<file path="src/rtl/pmp_cfg_pkg.sv">
package pmp_cfg_pkg;
  // configuration byte fields
  localparam int CB_R    = 0;
  localparam int CB_W    = 1;
  localparam int CB_X    = 2;
  localparam int CB_MLO  = 3;
  localparam int CB_L    = 7;
  localparam logic [1:0] MODE_TOR = 2'b01;

  // security register fields
  localparam int SEC_MML  = 0;
  localparam int SEC_MMWP = 1;
  localparam int SEC_RLB  = 2;

  typedef enum logic [1:0] {
    KIND_CFG  = 2'd0,
    KIND_ADDR = 2'd1,
    KIND_SEC  = 2'd2,
    KIND_NONE = 2'd3
  } csr_kind_e;
endpackage

</file>
<file path="src/rtl/pmp_entry_regs.sv">
module pmp_entry_regs
  import pmp_cfg_pkg::*;
#(
  parameter int  XLEN     = 32,
  parameter bit  ENHANCED = 1'b1
) (
  input  logic            clk,
  input  logic            rst_n,
  input  logic            cfg_we,
  input  logic [7:0]      cfg_wdata,
  input  logic            addr_we,
  input  logic [XLEN-1:0] addr_wdata,
  input  logic            nxt_tor_locked,
  input  logic            sec_mml,
  input  logic            sec_rlb,
  output logic [7:0]      cfg_q,
  output logic [XLEN-1:0] addr_q
);
  logic       plain_ok, enh_ok, cfg_ok, addr_ok;
  logic [7:0] cfg_d;
  logic [XLEN-1:0] addr_d;

  always_comb begin
    plain_ok = !cfg_q[CB_L];
    enh_ok   = sec_rlb
            || (!sec_mml && !cfg_q[CB_L])
            || (sec_mml && cfg_wdata[CB_L] && !cfg_wdata[CB_X])
            || (sec_mml && !cfg_wdata[CB_L] && (cfg_wdata[2:0] != 3'b110));
    cfg_ok   = cfg_we && (ENHANCED ? enh_ok : plain_ok);
    addr_ok  = addr_we && !cfg_q[CB_L] && !nxt_tor_locked;
    cfg_d    = cfg_ok  ? cfg_wdata  : cfg_q;
    addr_d   = addr_ok ? addr_wdata : addr_q;
  end

  always_ff @(posedge clk or negedge rst_n) begin
    if (!rst_n) begin
      cfg_q  <= '0;
      addr_q <= '0;
    end else begin
      if (cfg_ok)  cfg_q  <= cfg_d;
      if (addr_ok) addr_q <= addr_d;
    end
  end


  addr_self_lock_chk: assert property (@(posedge clk) disable iff (!rst_n)
    (addr_we && cfg_q[CB_L]) |=> $stable(addr_q));


  addr_next_lock_chk: assert property (@(posedge clk) disable iff (!rst_n)
    (addr_we && nxt_tor_locked) |=> $stable(addr_q));

  generate
    if (ENHANCED) begin : g_enh_chk

      lockdown_exec_lock_chk: assert property (@(posedge clk) disable iff (!rst_n)
        (cfg_we && sec_mml && !sec_rlb && cfg_wdata[CB_L] && cfg_wdata[CB_X])
        |=> $stable(cfg_q));
    end else begin : g_plain_chk

      plain_lock_chk: assert property (@(posedge clk) disable iff (!rst_n)
        (cfg_we && cfg_q[CB_L]) |=> $stable(cfg_q));
    end
  endgenerate
endmodule

</file>
<file path="src/rtl/pmp_sec_reg.sv">
module pmp_sec_reg
  import pmp_cfg_pkg::*;
(
  input  logic       clk,
  input  logic       rst_n,
  input  logic       we,
  input  logic [2:0] wdata,
  input  logic       any_lock,
  output logic [2:0] sec_q
);
  logic [2:0] sec_d;

  always_comb begin
    sec_d = sec_q;
    if (we) begin
      sec_d = wdata;
      if (!sec_q[SEC_RLB] && any_lock) sec_d[SEC_RLB] = 1'b0;
      sec_d[SEC_MML]  = sec_d[SEC_MML]  | sec_q[SEC_MML];
      sec_d[SEC_MMWP] = sec_d[SEC_MMWP] | sec_q[SEC_MMWP];
    end
  end

  always_ff @(posedge clk or negedge rst_n) begin
    if (!rst_n)  sec_q <= '0;
    else if (we) sec_q <= sec_d;
  end


  sticky_lockdown_chk: assert property (@(posedge clk) disable iff (!rst_n)
    sec_q[SEC_MML] |=> sec_q[SEC_MML]);


  sticky_whitelist_chk: assert property (@(posedge clk) disable iff (!rst_n)
    sec_q[SEC_MMWP] |=> sec_q[SEC_MMWP]);


  bypass_refused_chk: assert property (@(posedge clk) disable iff (!rst_n)
    (we && !sec_q[SEC_RLB] && any_lock) |=> !sec_q[SEC_RLB]);
endmodule

</file>
<file path="src/rtl/pmp_cfg_regfile.sv">
module pmp_cfg_regfile
  import pmp_cfg_pkg::*;
#(
  parameter int N_ENT    = 16,
  parameter int XLEN     = 32,
  parameter int IDX_W    = 6,
  parameter bit ENHANCED = 1'b1
) (
  input  logic                  clk,
  input  logic                  rst_n,
  input  logic                  csr_we,
  input  logic                  csr_re,
  input  logic [1:0]            csr_kind,
  input  logic [IDX_W-1:0]      csr_idx,
  input  logic [XLEN-1:0]       csr_wdata,
  output logic [XLEN-1:0]       csr_rdata,
  output logic [8*N_ENT-1:0]    cfg_flat,
  output logic [XLEN*N_ENT-1:0] addr_flat,
  output logic [N_ENT-1:0]      entry_lock,
  output logic [2*N_ENT-1:0]    entry_mode,
  output logic [3*N_ENT-1:0]    entry_perm,
  output logic                  sec_lockdown,
  output logic                  sec_whitelist,
  output logic                  sec_bypass
);
  localparam int BYTES   = XLEN / 8;
  localparam int ENT_W   = (N_ENT > 1) ? $clog2(N_ENT) : 1;
  localparam int BW      = IDX_W + 2;
  localparam bit ODD_GAP = (XLEN == 64);
  localparam logic [BW-1:0] BYTES_V = BW'(BYTES);

  // reset: asserted asynchronously, released on a clock edge
  logic [1:0] rst_pipe;
  logic       rst_int_n;
  always_ff @(posedge clk or negedge rst_n) begin
    if (!rst_n) rst_pipe <= 2'b00;
    else        rst_pipe <= {rst_pipe[0], 1'b1};
  end
  assign rst_int_n = rst_pipe[1];

  logic [7:0]      cfg_arr  [N_ENT];
  logic [XLEN-1:0] addr_arr [N_ENT];
  logic [N_ENT-1:0] lock_vec;
  logic [2:0]      sec_q;
  logic [BW-1:0]   base;
  logic            cfg_wr_ok, addr_wr, sec_wr;

  assign base      = {csr_idx, 2'b00};
  assign cfg_wr_ok = csr_we && (csr_kind == KIND_CFG) && !(ODD_GAP && csr_idx[0]);
  assign addr_wr   = csr_we && (csr_kind == KIND_ADDR);
  assign sec_wr    = csr_we && (csr_kind == KIND_SEC);

  generate
    for (genvar e = 0; e < N_ENT; e++) begin : g_ent
      localparam logic [BW-1:0] EV = BW'(e);
      logic [BW-1:0] lane;
      logic          lane_hit, nxt_tor;
      logic [7:0]    lane_byte;

      assign lane     = EV - base;
      assign lane_hit = cfg_wr_ok && (EV >= base) && (lane < BYTES_V);

      always_comb begin
        lane_byte = '0;
        for (int b = 0; b < BYTES; b++)
          if (lane == BW'(b)) lane_byte = csr_wdata[b*8 +: 8];
      end

      if (e + 1 < N_ENT) begin : g_nxt
        assign nxt_tor = cfg_arr[e+1][CB_L] && (cfg_arr[e+1][CB_MLO +: 2] == MODE_TOR);
      end else begin : g_last
        assign nxt_tor = 1'b0;
      end

      pmp_entry_regs #(.XLEN(XLEN), .ENHANCED(ENHANCED)) u_ent (
        .clk            (clk),
        .rst_n          (rst_int_n),
        .cfg_we         (lane_hit),
        .cfg_wdata      (lane_byte),
        .addr_we        (addr_wr && (csr_idx == IDX_W'(e))),
        .addr_wdata     (csr_wdata),
        .nxt_tor_locked (nxt_tor),
        .sec_mml        (sec_q[SEC_MML]),
        .sec_rlb        (sec_q[SEC_RLB]),
        .cfg_q          (cfg_arr[e]),
        .addr_q         (addr_arr[e])
      );

      assign lock_vec[e]                 = cfg_arr[e][CB_L];
      assign cfg_flat[e*8 +: 8]          = cfg_arr[e];
      assign addr_flat[e*XLEN +: XLEN]   = addr_arr[e];
      assign entry_lock[e]               = cfg_arr[e][CB_L];
      assign entry_mode[e*2 +: 2]        = cfg_arr[e][CB_MLO +: 2];
      assign entry_perm[e*3 +: 3]        = cfg_arr[e][CB_X:CB_R];
    end
  endgenerate

  pmp_sec_reg u_sec (
    .clk      (clk),
    .rst_n    (rst_int_n),
    .we       (sec_wr),
    .wdata    (csr_wdata[2:0]),
    .any_lock (|lock_vec),
    .sec_q    (sec_q)
  );

  assign sec_lockdown  = sec_q[SEC_MML];
  assign sec_whitelist = sec_q[SEC_MMWP];
  assign sec_bypass    = sec_q[SEC_RLB];

  always_comb begin
    csr_rdata = '0;
    if (csr_re) begin
      case (csr_kind)
        KIND_CFG: begin
          for (int b = 0; b < BYTES; b++) begin
            int ent;
            ent = int'(base) + b;
            if (ent < N_ENT) csr_rdata[b*8 +: 8] = cfg_arr[ent];
          end
        end
        KIND_ADDR: if (int'(csr_idx) < N_ENT) csr_rdata = addr_arr[csr_idx[ENT_W-1:0]];
        KIND_SEC:  csr_rdata[2:0] = sec_q;
        default:   csr_rdata = '0;
      endcase
    end
  end

  generate
    if (ODD_GAP) begin : g_odd_chk

      odd_cfg_index_chk: assert property (@(posedge clk) disable iff (!rst_int_n)
        (csr_we && (csr_kind == KIND_CFG) && csr_idx[0]) |=> $stable(cfg_flat));
    end
  endgenerate


  idle_read_zero_chk: assert property (@(posedge clk) disable iff (!rst_int_n)
    !csr_re |-> (csr_rdata == '0));
endmodule

</file>
<file path="config.mk">
export PLATFORM = sky130hd
export DESIGN_NAME = pmp_cfg_regfile
export DESIGN_NICKNAME = d
export VERILOG_FILES = /design/src/rtl/pmp_cfg_pkg.sv /design/src/rtl/pmp_entry_regs.sv /design/src/rtl/pmp_sec_reg.sv /design/src/rtl/pmp_cfg_regfile.sv
export SDC_FILE = /design/constraint.sdc
export NUM_CORES = 1
export LEC_CHECK = 0
export BUFFER_PORTS_ARGS = -buffer_cell sky130_fd_sc_hd__clkbuf_2
export CORE_AREA = 4 4 316 318
export DETAILED_ROUTE_END_ITERATION = 12
export DIE_AREA = 0 0 320 322
export MAX_ROUTING_LAYER = met4
export PLACE_DENSITY = 0.64
export SETUP_SLACK_MARGIN = 0.4
export SLEW_MARGIN = 20
export SYNTH_ARGS = -nofsm -noshare
export SYNTH_HDL_FRONTEND = slang
export SYNTH_HIERARCHICAL = 1
export SYNTH_SLANG_ARGS = --single-unit
</file>
<file path="constraint.sdc">
create_clock -name clk -period 45.8 [get_ports clk]
set_input_delay 2.29 -clock clk [delete_from_list [all_inputs] [get_ports clk]]
set_output_delay 2.29 -clock clk [all_outputs]
set_load 0.01 [all_outputs]
</file>
==> impl_metrics.yaml <==
worst_setup_path:
  start_kind: "input port"
  path_max_fanout: 52
  critPathMaxStageDelay_ns: 0.88
  crit_chain: "buf_8 -> buf_4 -> buf_4 -> mux2i_1 -> o22ai_1 -> nor3_1 -> o22ai_1 -> clkbuf_2"
  required_ns: 43.51
  path_class: "input port to primary output"
  r2r_cells: 3
  crit_arrival_ns: 6.36
  cp_slowest_cell: "buf_4"
  crit_path_end_kind: "primary output"
place:
  dpl_worst_slack_ns: 36.87
  gp_congestion: 0.938
  placedCellCount: 4553
  port_buffers: 814
  dp.final_hpwl_um: 106000
timing:
  rsz0062_at_grt: "false"
  fin_skew_ns: 0.0358
  slew_violations: 0
  setup_viol: 0
  tns_ns: 0
  hold_viol_final: 0
  fin_crit_sh: 0.189
  hold_ws_ns: 0.341
  period_minus_slack_ns: 8.65
  relSlewSlack: 0.294
  setup_ws_ns: 37.15
  tightest_slew_ns: 1.05
  maxClockFrequency_mhz: 116
synth:
  ys_ff_latch: 645
  ys_warn_count: 6
  syn-cell-area_mm2: 0.0343
  synth_edf_count: 0
  syn-instance-count: 2644
  syn_avg_cell_area_um2: 13.0
  synth_cell_types: 64
  synth_top_flop_cell: "dfrtp_1"
  synth-seq-area-share: 0.471
  postSynthNetCount: 2696
  async_reset_ff_frac: 1.00
power:
  power.density_mw_per_mm2: 34.2
  peakVddDrop_mv: 0.0287
  leakagePower_nw: 20.4
routing:
  drc: 0
  routed_via_density: 5.75
  drt_iter0_markers: 2469
  wl_um: 150000
  firstDrtPassIters: 8
  antenna_left: 0
  wl_per_cell_um: 31.9
  via_count: 27000
global_route:
  grt_overflow: 0
  antenna_found_initial: 6
  grt_max_degree: 179
  grt_pass1_vias: 26800
  grt_pass1_wl_um: 209000
  grtUsageTotal: 0.290
cells_and_area:
  drive_gt1_frac: 0.494
  final_util: 0.428
  layout_common_cells: "clkbuf_2 (812), dfrtp_1 (643), mux2_2 (498)"
  areaGrowthSynthToFinish_pct: 20.6
  nets: 3408
  mostFrequentLayoutCell: "clkbuf_2"
  finalNonFillerCells: 4699
clock_tree:
  hold_buffers: 0
  cts_setup_buffers: 0
  root_buffer: "clkbuf_16"
  ctsHtreeMaxLevel: 3
  cts_resized: 0
  cts_tree: "built"
  cts_sinks: 645
  clk_latency_ns: 0.67
  cts_buffers: 77
  clock_path_buffers: 3
  path_clk_slew_ns: 0.05
die:
  fp.dieH_um: 322
  start_util: 0.355
  pin_count: 815
  coreArea_mm2: 0.0966
  die_w_um: 320
  die-area_mm2: 0.103
  row_count: 114
worst_hold_path:
  hold_path_class: "register to async pin"
outcome:
  status: "finished, final reports clean"
job:
  drv_cap: 0
==> worst paths after layout <==
check	startpoint	end	slack [ns]
max	csr_idx[0]	csr_rdata[1]	37.15
min	rst_pipe[1]$_DFF_PN0_	g_ent[14].u_ent/addr_q[18]$_DFFE_PN0P_	0.34
max reg2reg	rst_pipe[1]$_DFF_PN0_	g_ent[1].u_ent/cfg_q[3]$_DFFE_PN0P_	42.30
min reg2reg	rst_pipe[1]$_DFF_PN0_	g_ent[14].u_ent/addr_q[18]$_DFFE_PN0P_	0.34
max in group asynchronous	rst_pipe[1]$_DFF_PN0_	g_ent[1].u_ent/cfg_q[3]$_DFFE_PN0P_	42.30
min in group clk	rst_pipe[0]$_DFF_PN0_	rst_pipe[1]$_DFF_PN0_	0.35
==> area by class of cell <==
cell class | instances | area, um^2
Fill cell | 9136 | 55300
Multi-Input combinational cell | 1742 | 16300
Sequential cell | 645 | 16100
Timing Repair Buffer | 869 | 4530
Clock buffer | 107 | 2200
Tap cell | 1276 | 1600
Clock inverter | 33 | 420
Inverter | 21 | 78.8
Antenna cell | 6 | 15.0
==> critical path, delay by kind of cell <==
| kind | cells | cell delay [ns] |
|---|---|---|
| buffers and inverters | 4 | 2.30 |
| and+or+nand+nor | 1 | 0.85 |
| AOI/OAI and AO/OA | 2 | 0.53 |
| muxes | 1 | 0.28 |
==> power breakdown <==
| part | switching [mW] | internal, mW |
|---|---|---|
| Combinational | 0.0962 | 0.0562 |
| Sequential | 0.0250 | 0.592 |
| Clock | 0.268 | 0.374 |
==> state kept, by name (all words and copies together), names as in the netlist <==
name                cells
u_sec/sec_q             3
g_ent.u_ent/addr_q    512
rst_pipe                2
g_ent.u_ent/cfg_q     128
==> synthesized netlist by cell type (17+ instances only) <==
library cell	count	share of area
nand3_1	19	0.0028
a22oi_1	21	0.0046
a211oi_1	17	0.0037
dfrtp_1	645	0.47
a21oi_1	32	0.0047
nand3b_1	35	0.0077
inv_1	20	0.0022
mux2_2	498	0.16
and3b_1	29	0.0074
o22ai_1	147	0.027
mux2i_1	111	0.032
mux4_2	105	0.069
nand2_1	147	0.016
buf_2	23	0.0034
nor2_1	39	0.0043
buf_6	58	0.019
nor4_1	18	0.0033
o21ai_0	85	0.012
buf_4	115	0.025
mux2_1	32	0.011
clkbuf_1	34	0.0037
and2_1	130	0.024
nand2b_1	33	0.0060
==> metal layers <==
layer,track usage,vias up,part of all wire
met1,0.371,14200,0.41
met2,0.448,1351,0.47
met4,0.0976,0,0.036
met3,0.0771,247,0.087
li1,-,11200,-
met5,-,-,0
==> kinds of logic after synthesis <==
family,count (synthesis),synth area share
fa+ha+maj,8,0.00292
buf+inv,257,0.0545
simple gates,546,0.101
mux,746,0.276
compound gates,437,0.0935
other cells,2,0.000219
xor+xnor,3,0.000986
flops,645,0.471
==> stage by stage <==
stage / total power [mW] / instance area [um^2]
floorplan: 0.703 / 34300
global placement: 0.777 / 38600
detailed placement: 0.779 / 38700
CTS: 1.42 / 41300
global route: 1.45 / 41300
finish: 1.41 / 41300
(Power assumes the default switching activity.)
